<file path="src/rtl/cl_pkg.sv">
package cl_pkg;

    localparam int NUM_LEGS = 2;

    typedef enum logic [1:0] {
        LEG_IDLE  = 2'd0,
        LEG_BLANK = 2'd1,
        LEG_OFF   = 2'd2
    } leg_mode_e;

    typedef enum logic [1:0] {
        CL_CLEAR  = 2'd0,
        CL_WINDOW = 2'd1,
        CL_HOLD   = 2'd2
    } cls_state_e;

    typedef enum logic {
        SK_GND = 1'b0,
        SK_SUP = 1'b1
    } short_kind_e;

    typedef struct packed {
        logic gnd;
        logic sup;
        logic load;
        logic leg;
    } fault_pulse_t;

    function automatic logic pick_limit(input logic hot, input logic nom_flag, input logic hot_flag);
        return hot ? hot_flag : nom_flag;
    endfunction

    function automatic logic first_leg(input logic [NUM_LEGS-1:0] v);
        return v[0] ? 1'b0 : 1'b1;
    endfunction

endpackage

</file>
<file path="src/rtl/chop_leg.sv">
module chop_leg
    import cl_pkg::*;
#(
    parameter int T_BLANK = 4,
    parameter int T_OFF   = 8
) (
    input  logic clk,
    input  logic rst,
    input  logic run,
    input  logic leg_high,
    input  logic hot_zone,
    input  logic lim_nom,
    input  logic lim_hot,
    input  logic hs_short,
    input  logic ls_short,
    output logic hs_en,
    output logic ls_en,
    output logic scg_evt,
    output logic scb_evt
);
    localparam int TMAX = (T_BLANK > T_OFF) ? T_BLANK : T_OFF;
    localparam int CW   = $clog2(TMAX + 1);

    leg_mode_e mode;
    logic [CW-1:0] cnt;
    logic lim_act;
    logic ls_path;

    assign lim_act = pick_limit(hot_zone, lim_nom, lim_hot);
    assign ls_path = run & ~leg_high;
    assign hs_en   = run & leg_high;
    assign ls_en   = ls_path & (mode != LEG_OFF);
    assign scg_evt = hs_en & hs_short;
    assign scb_evt = ls_path & (mode == LEG_BLANK) & ls_short;

    always_ff @(posedge clk) begin
        if (rst) begin
            mode <= LEG_IDLE;
            cnt  <= '0;
        end else begin
            case (mode)
                LEG_IDLE: begin
                    if (ls_path && lim_act) begin
                        mode <= LEG_BLANK;
                        cnt  <= '0;
                    end
                end
                LEG_BLANK: begin
                    if (!ls_path || !lim_act) begin
                        mode <= LEG_IDLE;
                    end else if (cnt == CW'(T_BLANK - 1)) begin
                        mode <= LEG_OFF;
                        cnt  <= '0;
                    end else begin
                        cnt <= cnt + 1'b1;
                    end
                end
                LEG_OFF: begin
                    if (cnt == CW'(T_OFF - 1)) begin
                        mode <= LEG_IDLE;
                    end else begin
                        cnt <= cnt + 1'b1;
                    end
                end
                default: mode <= LEG_IDLE;
            endcase
        end
    end

    // a limit still present at the end of blanking opens the low side
    a_r4_chop_after_blank: assert property (@(posedge clk) disable iff (rst)
        (mode == LEG_BLANK && cnt == CW'(T_BLANK - 1) && ls_path && lim_act) |=> !ls_en);

    // a limit that falls inside blanking releases without off-time
    a_r3_release_no_off: assert property (@(posedge clk) disable iff (rst)
        (mode == LEG_BLANK && !lim_act) |=> (mode == LEG_IDLE));

    // the off-time counter never passes its limit
    a_r4_off_bounded: assert property (@(posedge clk) disable iff (rst)
        (mode == LEG_OFF) |-> (cnt < CW'(T_OFF)));

endmodule

</file>
<file path="src/rtl/short_classifier.sv">
module short_classifier
    import cl_pkg::*;
#(
    parameter int T_COIN = 6
) (
    input  logic                clk,
    input  logic                rst,
    input  logic                drive_en,
    input  logic [NUM_LEGS-1:0] scg_evt,
    input  logic [NUM_LEGS-1:0] scb_evt,
    input  logic                hs_short_any,
    input  logic                ls_short_any,
    output logic                shut,
    output fault_pulse_t        pulse
);
    localparam int CCW = $clog2(T_COIN + 1);

    cls_state_e    st;
    short_kind_e   kind;
    logic          src_leg;
    logic [CCW-1:0] cnt;
    logic          any_gnd;
    logic          any_sup;
    logic          opposite;

    assign any_gnd  = |scg_evt;
    assign any_sup  = |scb_evt;
    assign opposite = (kind == SK_GND) ? ls_short_any : hs_short_any;
    assign shut     = (st != CL_CLEAR);

    always_ff @(posedge clk) begin
        if (rst) begin
            st      <= CL_CLEAR;
            kind    <= SK_GND;
            src_leg <= 1'b0;
            cnt     <= '0;
            pulse   <= '0;
        end else begin
            pulse <= '0;
            case (st)
                CL_CLEAR: begin
                    if (any_gnd && any_sup) begin
                        st         <= CL_HOLD;
                        pulse.load <= 1'b1;
                        pulse.leg  <= first_leg(scg_evt | scb_evt);
                    end else if (any_gnd || any_sup) begin
                        st      <= CL_WINDOW;
                        kind    <= any_gnd ? SK_GND : SK_SUP;
                        src_leg <= first_leg(scg_evt | scb_evt);
                        cnt     <= '0;
                    end
                end
                CL_WINDOW: begin
                    if (opposite) begin
                        st         <= CL_HOLD;
                        pulse.load <= 1'b1;
                        pulse.leg  <= src_leg;
                    end else if (cnt == CCW'(T_COIN - 1)) begin
                        st        <= CL_HOLD;
                        pulse.gnd <= (kind == SK_GND);
                        pulse.sup <= (kind == SK_SUP);
                        pulse.leg <= src_leg;
                    end else begin
                        cnt <= cnt + 1'b1;
                    end
                end
                CL_HOLD: begin
                    if (!drive_en) st <= CL_CLEAR;
                end
                default: st <= CL_CLEAR;
            endcase
        end
    end

    // never more than one fault kind at a time
    a_r9_one_kind: assert property (@(posedge clk) disable iff (rst)
        $onehot0({pulse.gnd, pulse.sup, pulse.load}));

    // every fault pulse lasts one cycle
    a_r9_single_cycle: assert property (@(posedge clk) disable iff (rst)
        (pulse.gnd || pulse.sup || pulse.load) |=> !(pulse.gnd || pulse.sup || pulse.load));

    // a first short event leads to shutdown on the next cycle
    a_r7_event_shuts: assert property (@(posedge clk) disable iff (rst)
        (st == CL_CLEAR && (any_gnd || any_sup)) |=> shut);

endmodule

</file>
<file path="src/rtl/hb_chop_guard.sv">
module hb_chop_guard
    import cl_pkg::*;
#(
    parameter int T_BLANK = 4,
    parameter int T_OFF   = 8,
    parameter int T_COIN  = 6
) (
    input  logic       clk,
    input  logic       rst,
    input  logic       drive_en,
    input  logic [1:0] leg_high,
    input  logic       hot_zone,
    input  logic [1:0] lim_nom,
    input  logic [1:0] lim_hot,
    input  logic [1:0] hs_short,
    input  logic [1:0] ls_short,
    output logic [1:0] hs_en,
    output logic [1:0] ls_en,
    output logic       flt_gnd,
    output logic       flt_sup,
    output logic       flt_load,
    output logic       flt_leg
);
    logic                shut;
    logic                run;
    logic [NUM_LEGS-1:0] scg_evt;
    logic [NUM_LEGS-1:0] scb_evt;
    fault_pulse_t        pulse;

    assign run = drive_en & ~shut;

    for (genvar g = 0; g < NUM_LEGS; g++) begin : g_leg
        chop_leg #(.T_BLANK(T_BLANK), .T_OFF(T_OFF)) i_leg (
            .clk      (clk),
            .rst      (rst),
            .run      (run),
            .leg_high (leg_high[g]),
            .hot_zone (hot_zone),
            .lim_nom  (lim_nom[g]),
            .lim_hot  (lim_hot[g]),
            .hs_short (hs_short[g]),
            .ls_short (ls_short[g]),
            .hs_en    (hs_en[g]),
            .ls_en    (ls_en[g]),
            .scg_evt  (scg_evt[g]),
            .scb_evt  (scb_evt[g])
        );
    end

    short_classifier #(.T_COIN(T_COIN)) i_cls (
        .clk          (clk),
        .rst          (rst),
        .drive_en     (drive_en),
        .scg_evt      (scg_evt),
        .scb_evt      (scb_evt),
        .hs_short_any (|hs_short),
        .ls_short_any (|ls_short),
        .shut         (shut),
        .pulse        (pulse)
    );

    assign flt_gnd  = pulse.gnd;
    assign flt_sup  = pulse.sup;
    assign flt_load = pulse.load;
    assign flt_leg  = pulse.leg;

    // a held fault keeps every switch open
    a_r7_all_off: assert property (@(posedge clk) disable iff (rst)
        shut |-> (hs_en == 2'b00 && ls_en == 2'b00));

    // fault outputs are quiet in the cycle after reset
    a_r10_quiet_after_reset: assert property (@(posedge clk)
        $past(rst) |-> !(flt_gnd || flt_sup || flt_load));

endmodule

</file>
<file path="config.mk">
export PLATFORM = sky130hd
export DESIGN_NAME = hb_chop_guard
export DESIGN_NICKNAME = d
export VERILOG_FILES = /design/src/rtl/cl_pkg.sv /design/src/rtl/chop_leg.sv /design/src/rtl/short_classifier.sv /design/src/rtl/hb_chop_guard.sv
export SDC_FILE = /design/constraint.sdc
export NUM_CORES = 1
export LEC_CHECK = 0
export BUFFER_PORTS_ARGS = -buffer_cell sky130_fd_sc_hd__buf_2
export CORE_MARGIN = 1.5
export CORE_UTILIZATION = 40
export CTS_CLUSTER_SIZE = 20
export DETAILED_ROUTE_END_ITERATION = 8
export PLACE_DENSITY_LB_ADDON = 0.1
export SETUP_SLACK_MARGIN = 0.15
export SLEW_MARGIN = 20
export SYNTH_ARGS = -nofsm -noshare
export SYNTH_HDL_FRONTEND = slang
export SYNTH_SLANG_ARGS = --single-unit
</file>
<file path="constraint.sdc">
create_clock -name clk -period 1.7 [get_ports clk]
set_clock_uncertainty 0.1 [all_clocks]
set_input_delay 0 -clock clk [delete_from_list [all_inputs] [get_ports clk]]
set_output_delay 0 -clock clk [all_outputs]
set_load 0.005 [all_outputs]
</file>
==> impl_metrics.yaml, run 1 <==
power_and_ir_drop:
  p_total_mw: 1.99
  peakVddDrop_v: 0.000393
  power_leakage_nw: 0.880
  p_per_area_nw_per_um2: 851
setup_path:
  path_cells: "or3b_4 -> o32a_1 -> o31ai_1 -> a21oi_1"
  start_kind: "flop"
  critPathCaptureType: "flop"
  cpMaxStageDelayCell: "or3b_4"
  path_buf_inv: 0
  crit_arrival_ns: 1.78
  max_stage_delay_ns: 0.44
  path_delay_family: "compound AO/OA/AOI/OAI gates"
  crit_required_ns: 1.74
  crit_type: "reg -> reg"
  r2r-start: "i_cls.st[1]"
  crit_start: "i_cls.st[1]"
  crit_path_max_fanout: 7
outcome:
  violations: "negative setup slack"
  status: "finished, violations left"
timing:
  tns_ns: -0.0721
  setup_viol: 3
  rsz0062_at_grt: "yes"
  timing.hold.ws_ns: 0.0771
  layout_setup_ws_ns: -0.0366
  fmax_mhz: 576
  worstMarginPinSlew_ns: 0.500
  fin_crit_sh: 1.02
  slew-limit-headroom: 0.667
  hold_viol: 0
  final_max_slew_viol_count: 0
  min_period_ns: 1.74
yosys:
  synthTopCellsByArea: "dfxtp_1 29%, ha_1 9.4%, a21oi_1 3.8%, o21ai_0 3.8%, nor3_1 3.4%"
  synth_flop_cell: "dfxtp_1"
  synth_edf_count: 0
  synth_cells: 191
  synthArstFlopShare: 0
  synth_warnings: 0
  synth_top_cell_by_area: "dfxtp_1"
  syn_area_per_cell_um2: 8.37
  synthesis.area_um2: 1600
  ys_seq_area_frac: 0.288
  yosysTopAreaCellShare: 0.288
  synth_seq_cells: 23
  netlist-cell-type-count: 50
  syn_nets: 217
clocking:
  clk_pin_slew_ns: 0.09
  clock-sinks: 23
  cts_max_level: 1
  cts.path.max_buffers: 2
  clk_latency_ns: 0.27
  cts_root_buf: "clkbuf_8"
  cts_made_buffers: 3
  cts_tree: "yes"
finish:
  n_fill_cell: 318
  layout_commonest_cell: "buf_4"
  diodes: 0
  final_cells: 289
  synthToLayoutAreaGrowth_pct: 46.2
  layout-drive-gt1-share: 0.481
  final_cell_mix: "32 x buf_4, 21 x buf_2, 13 x dfxtp_1"
  final_area_um2: 2340
  finish.utilization: 0.624
  fin_nets: 268
placed_design:
  hpwl_um: 3060
  place_inst: 276
  place_congestion: 0.902
  placed_area_um2: 1960
  numPortBuffers: 21
  dp_slack_ns: -0.149
routing:
  drc_errors: 0
  drt_wl_total_um: 4250
  routed_via_density: 5.64
  drt_iter0_markers: 99
  ant_nets: 0
  via_count: 1629
  wl_per_cell_um: 14.7
  dr.pass1.iters: 4
min_path:
  min_path_type: "in -> reg"
  hp-start: "rst"
die:
  die_y_um: 66.2
  core-area_um2: 3740
  rows: 22
  pin_count: 22
  dieWidth_um: 66.2
  fp.dieArea_um2: 4390
  start_util: 0.427
flow_run:
  cap_violations: 0
grt:
  grt_max_degree: 26
  grt_pass1_vias: 1632
  grt_remaining_overflow: 0
  grt_first_pass_wirelength_um: 7360
  grt_antenna_before_repair: 0
  groute.usage.overall: 0.214
[final cells by class]
type / count / area [um^2] / area share
Inverter: 7 / 28.8 / 0.0123
Tap cell: 48 / 60.1 / 0.0257
Sequential cell: 23 / 478 / 0.204
Clock buffer: 4 / 45.0 / 0.0193
Multi-Input combinational cell: 146 / 1300 / 0.555
Timing Repair Buffer: 61 / 429 / 0.184
[path summary, 6_finish.rpt]
path | depth (start not counted) | end | slack, ns
max | 4 | g_leg[0].i_leg.cnt[3] | -0.04
min | 2 | i_cls.pulse[1] | 0.08
max reg2reg | 4 | g_leg[0].i_leg.cnt[3] | -0.04
min reg2reg | 2 | i_cls.pulse[0] | 0.40
[what timing repair did]
action	4_1_cts	5_1_grt
setup endpoints to repair	20	25
cloned	0	0
resized for setup	33	29
buffers inserted	1	3
endpoints found under the hold margin	3	0
hold buffers	5	0
pin swaps	10	25
[where the power goes]
| group | switching [mW] | internal (mW) |
|---|---|---|
| Combinational | 0.520 | 0.508 |
| Sequential | 0.0317 | 0.583 |
| Clock | 0.180 | 0.167 |
[registers in the layout, indices dropped and copies added, names as in the netlist]
register,cells
g_leg.i_leg.cnt,8
g_leg.i_leg.mode,4
i_cls.pulse,4
i_cls.cnt,3
i_cls.st,2
i_cls.kind,1
i_cls.src_leg,1
[synthesized netlist by cell type (2+ instances only)]
master and instances:
o31ai_1 3, clkbuf_1 9, or3_1 2, a211oi_1 4
nor2_1 9, dfxtp_1 23, nor3b_1 5, nand4bb_1 2
ha_1 12, nor2b_1 3, o32a_1 2, and2_1 3
xnor2_1 2, nor4_1 2, buf_4 4, nor4b_1 3
a21oi_1 12, nand2b_1 2, a31oi_1 6, or3b_2 3
inv_1 7, nor3_2 2, o21ai_0 12, o211ai_1 2
a31o_2 2, nand3_1 6, nor3_1 11, nand2_1 8
mux2i_1 2, a22oi_1 3, nand3b_1 6
[logic make-up after synthesis]
logic type | synth area share
AND/OR/NAND/NOR | 0.269
AO/OA/AOI/OAI | 0.252
flip-flops | 0.288
buffers and inverters | 0.0665
adder cells (fa/ha/maj) | 0.0939
multiplexers | 0.0196
XOR/XNOR | 0.0110
[per-layer routing]
metal  GRT usage  vias to the layer above  part of all wire
met5           0                        -                 0
met4      0.0612                        0             0.011
met3      0.0273                        5             0.038
met2       0.373                       30              0.51
met1       0.275                      767              0.44
li1            -                      827                 -
(Power assumes the default switching activity.)
==> inputs of run 2 (changes only) <==
==> constraint.sdc (replaced) <==
create_clock -name clk -period 2.16 [get_ports clk]
set_clock_uncertainty 0.1 [all_clocks]
set_input_delay 0 -clock clk [delete_from_list [all_inputs] [get_ports clk]]
set_output_delay 0 -clock clk [all_outputs]
set_load 0.05 [all_outputs]
==> run 2 against run 1 <==
  * The flow now finishes without violations
  * Routed wire length is 11% lower
  * Largest power group unchanged
  * Register-to-register slack gained 0.22 ns
  * Cell count is 11% lower
  * Largest cell class unchanged
  * Combinational power is 52% lower
  * Worst hold slack got worse by 0.017 ns
  * Via count is 8.3% lower
  * Global-route usage decreased by 3.0 points
  * Sequential power is 22% lower
  * Core utilization fell by 14 points
==> impl_metrics.yaml, run 2 (synthesis gave the netlist of run 1 again) <==
routing:
  via_count: 1493
  wl_per_cell_um: 14.8
  drt_wl_total_um: 3790
  ant_nets: 0
  routed_via_density: 5.81
  drc_errors: 0
  drt_iter0_markers: 47
  dr.pass1.iters: 4
clocking:
  cts.path.max_buffers: 2
  clk_pin_slew_ns: 0.08
  cts_made_buffers: 3
  cts_max_level: 1
  cts_tree: "yes"
  cts_root_buf: "clkbuf_8"
  clk_latency_ns: 0.26
  clock-sinks: 23
finish:
  final_cell_mix: "23 x dfxtp_1, 21 x buf_2, 12 x a21oi_1"
  fin_nets: 236
  largest_register_ffs: 8
  final_area_um2: 1830
  regMostFlops: "g_leg.i_leg.cnt"
  diodes: 0
  layout-drive-gt1-share: 0.211
  synthToLayoutAreaGrowth_pct: 14.5
  top_regs: "g_leg.i_leg.cnt x8, g_leg.i_leg.mode x4, i_cls.pulse x4"
  layout_commonest_cell: "dfxtp_1"
power_and_ir_drop:
  swShare: 0.381
  power.switching_mw: 0.476
  p_total_mw: 1.25
  p_per_area_nw_per_um2: 682
  power_leakage_nw: 0.672
  p_int_mw: 0.772
  power_frac_seq: 0.385
  peakVddDrop_v: 0.000321
  pwr-share-comb: 0.398
  pwr-share-clk: 0.217
setup_path:
  ff2ff_path_depth: 6
  r2r-end: "g_leg[0].i_leg.cnt[3]"
  cpMaxStageDelayCell: "dfxtp_1"
  path_cells: "inv_1 -> ha_1 -> nor4b_1 -> nor3b_1 -> o31ai_1 -> a21oi_1"
  start_kind: "flop"
  rrSetupSlack_ns: 0.19
  crit_type: "reg -> reg"
  crit_start: "g_leg[0].i_leg.mode[0]"
  crit_arrival_ns: 2.01
  path_delay_family: "simple AND/OR/NAND/NOR gates"
  max_stage_delay_ns: 0.46
  r2r-start: "g_leg[0].i_leg.mode[0]"
  crit_end: "g_leg[0].i_leg.cnt[3]"
  path_buf_inv: 1
  crit_path_max_fanout: 8
  crit_required_ns: 2.19
  critPathCaptureType: "flop"
  crit_cells: 6
die:
  rows: 22
  start_util: 0.427
  pin_count: 22
  core-area_um2: 3740
  die_y_um: 66.2
  fp.dieArea_um2: 4390
  dieWidth_um: 66.2
outcome:
  status: "completed"
placed_design:
  hpwl_um: 2790
  place_congestion: 0.769
  placed_area_um2: 1700
  numPortBuffers: 21
timing:
  slew-limit-headroom: 0.641
  fin_crit_sh: 0.913
  rsz0062_at_grt: "yes"
  min_period_ns: 1.97
  tns_ns: 0
  hold_viol: 0
  fmax_mhz: 507
  setup_viol: 0
  final_max_slew_viol_count: 0
  worstMarginPinSlew_ns: 0.523
min_path:
  min_path_type: "in -> reg"
grt:
  grt_max_degree: 26
  groute.usage.overall: 0.184
  grt_first_pass_wirelength_um: 6480
  grt_pass1_vias: 1522
  grt_remaining_overflow: 0
  grt_antenna_before_repair: 0
flow_run:
  cap_violations: 0
==> run 2: changes by cell type in the layout (fill, tap and decap cells not counted), sizes merged <==
cell,previous run,this run
clkinv,0,1
buf,56,24
clkbuf,4,3
==> run 2: worst min-delay path by stage <==
stage	start	to	slack [ns]	cells past startpoint
3_5_place_dp	ls_short[0]	i_cls.pulse[3]	0.23	3
4_1_cts	hs_short[0]	i_cls.src_leg	0.05	4
2_1_floorplan	drive_en	i_cls.st[1]	0.08	2
5_1_grt	hs_short[0]	i_cls.src_leg	0.07	4
6_report	hs_short[0]	i_cls.src_leg	0.06	4
3_3_place_gp	drive_en	i_cls.st[1]	0.22	3
==> run 2: what timing repair did <==
item                                    CTS  global route
gates resized for setup                   0             8
endpoints found under the hold margin     3             0
hold buffers                              5             0
setup buffers                             0             1
endpoints found under the setup margin    0             9
==> run 2: cell type report <==
cell class / count / area (um^2)
Fill cell: 376 / 1910
Multi-Input combinational cell: 146 / 1060
Sequential cell: 23 / 460
Timing Repair Buffer: 29 / 178
Tap cell: 48 / 60.1
Clock buffer: 3 / 41.3
Inverter: 7 / 26.3
Clock inverter: 1 / 5.00
==> run 2: worst register-to-register path, stage by stage, from the launching register on <==
cell and delay (ns):
dfxtp_1 0.46, inv_1 0.10, ha_1 0.33, nor4b_1 0.45
nor3b_1 0.11, o31ai_1 0.21, a21oi_1 0.09
==> run 2: layer usage <==
metal | wire length [um] | share of wire | vias to the layer above | track usage
met4 | 23 | 0.0061 | 0 | 0.0434
met5 | 0 | 0 | - | 0
met1 | 1670 | 0.44 | 711 | 0.219
met2 | 1940 | 0.51 | 30 | 0.339
li1 | - | - | 750 | -
met3 | 156 | 0.041 | 2 | 0.0341
==> run 2: per-stage QoR <==
stage / hold slack (ns) / worst slack [ns] / util / std cells
2_1_floorplan: 0.0821 / 0.391 / - / 191
3_3_place_gp: 0.224 / 0.241 / 0.454 / 247
3_5_place_dp: 0.229 / 0.193 / 0.454 / 247
4_1_cts: 0.0479 / 0.174 / 0.480 / 256
5_1_grt: 0.0657 / 0.119 / 0.489 / 257
6_report: 0.0598 / 0.188 / 0.489 / 257
==> run 2: power by group through the flow <==
stage                     Sequential, mW  Clock (mW)  Combinational, mW
after floorplan                    0.483           0              0.373
after global placement             0.483           0              0.453
after detailed placement           0.489           0              0.467
after CTS                          0.479       0.281              0.474
after global routing               0.486       0.307              0.547
final                              0.480       0.271              0.497
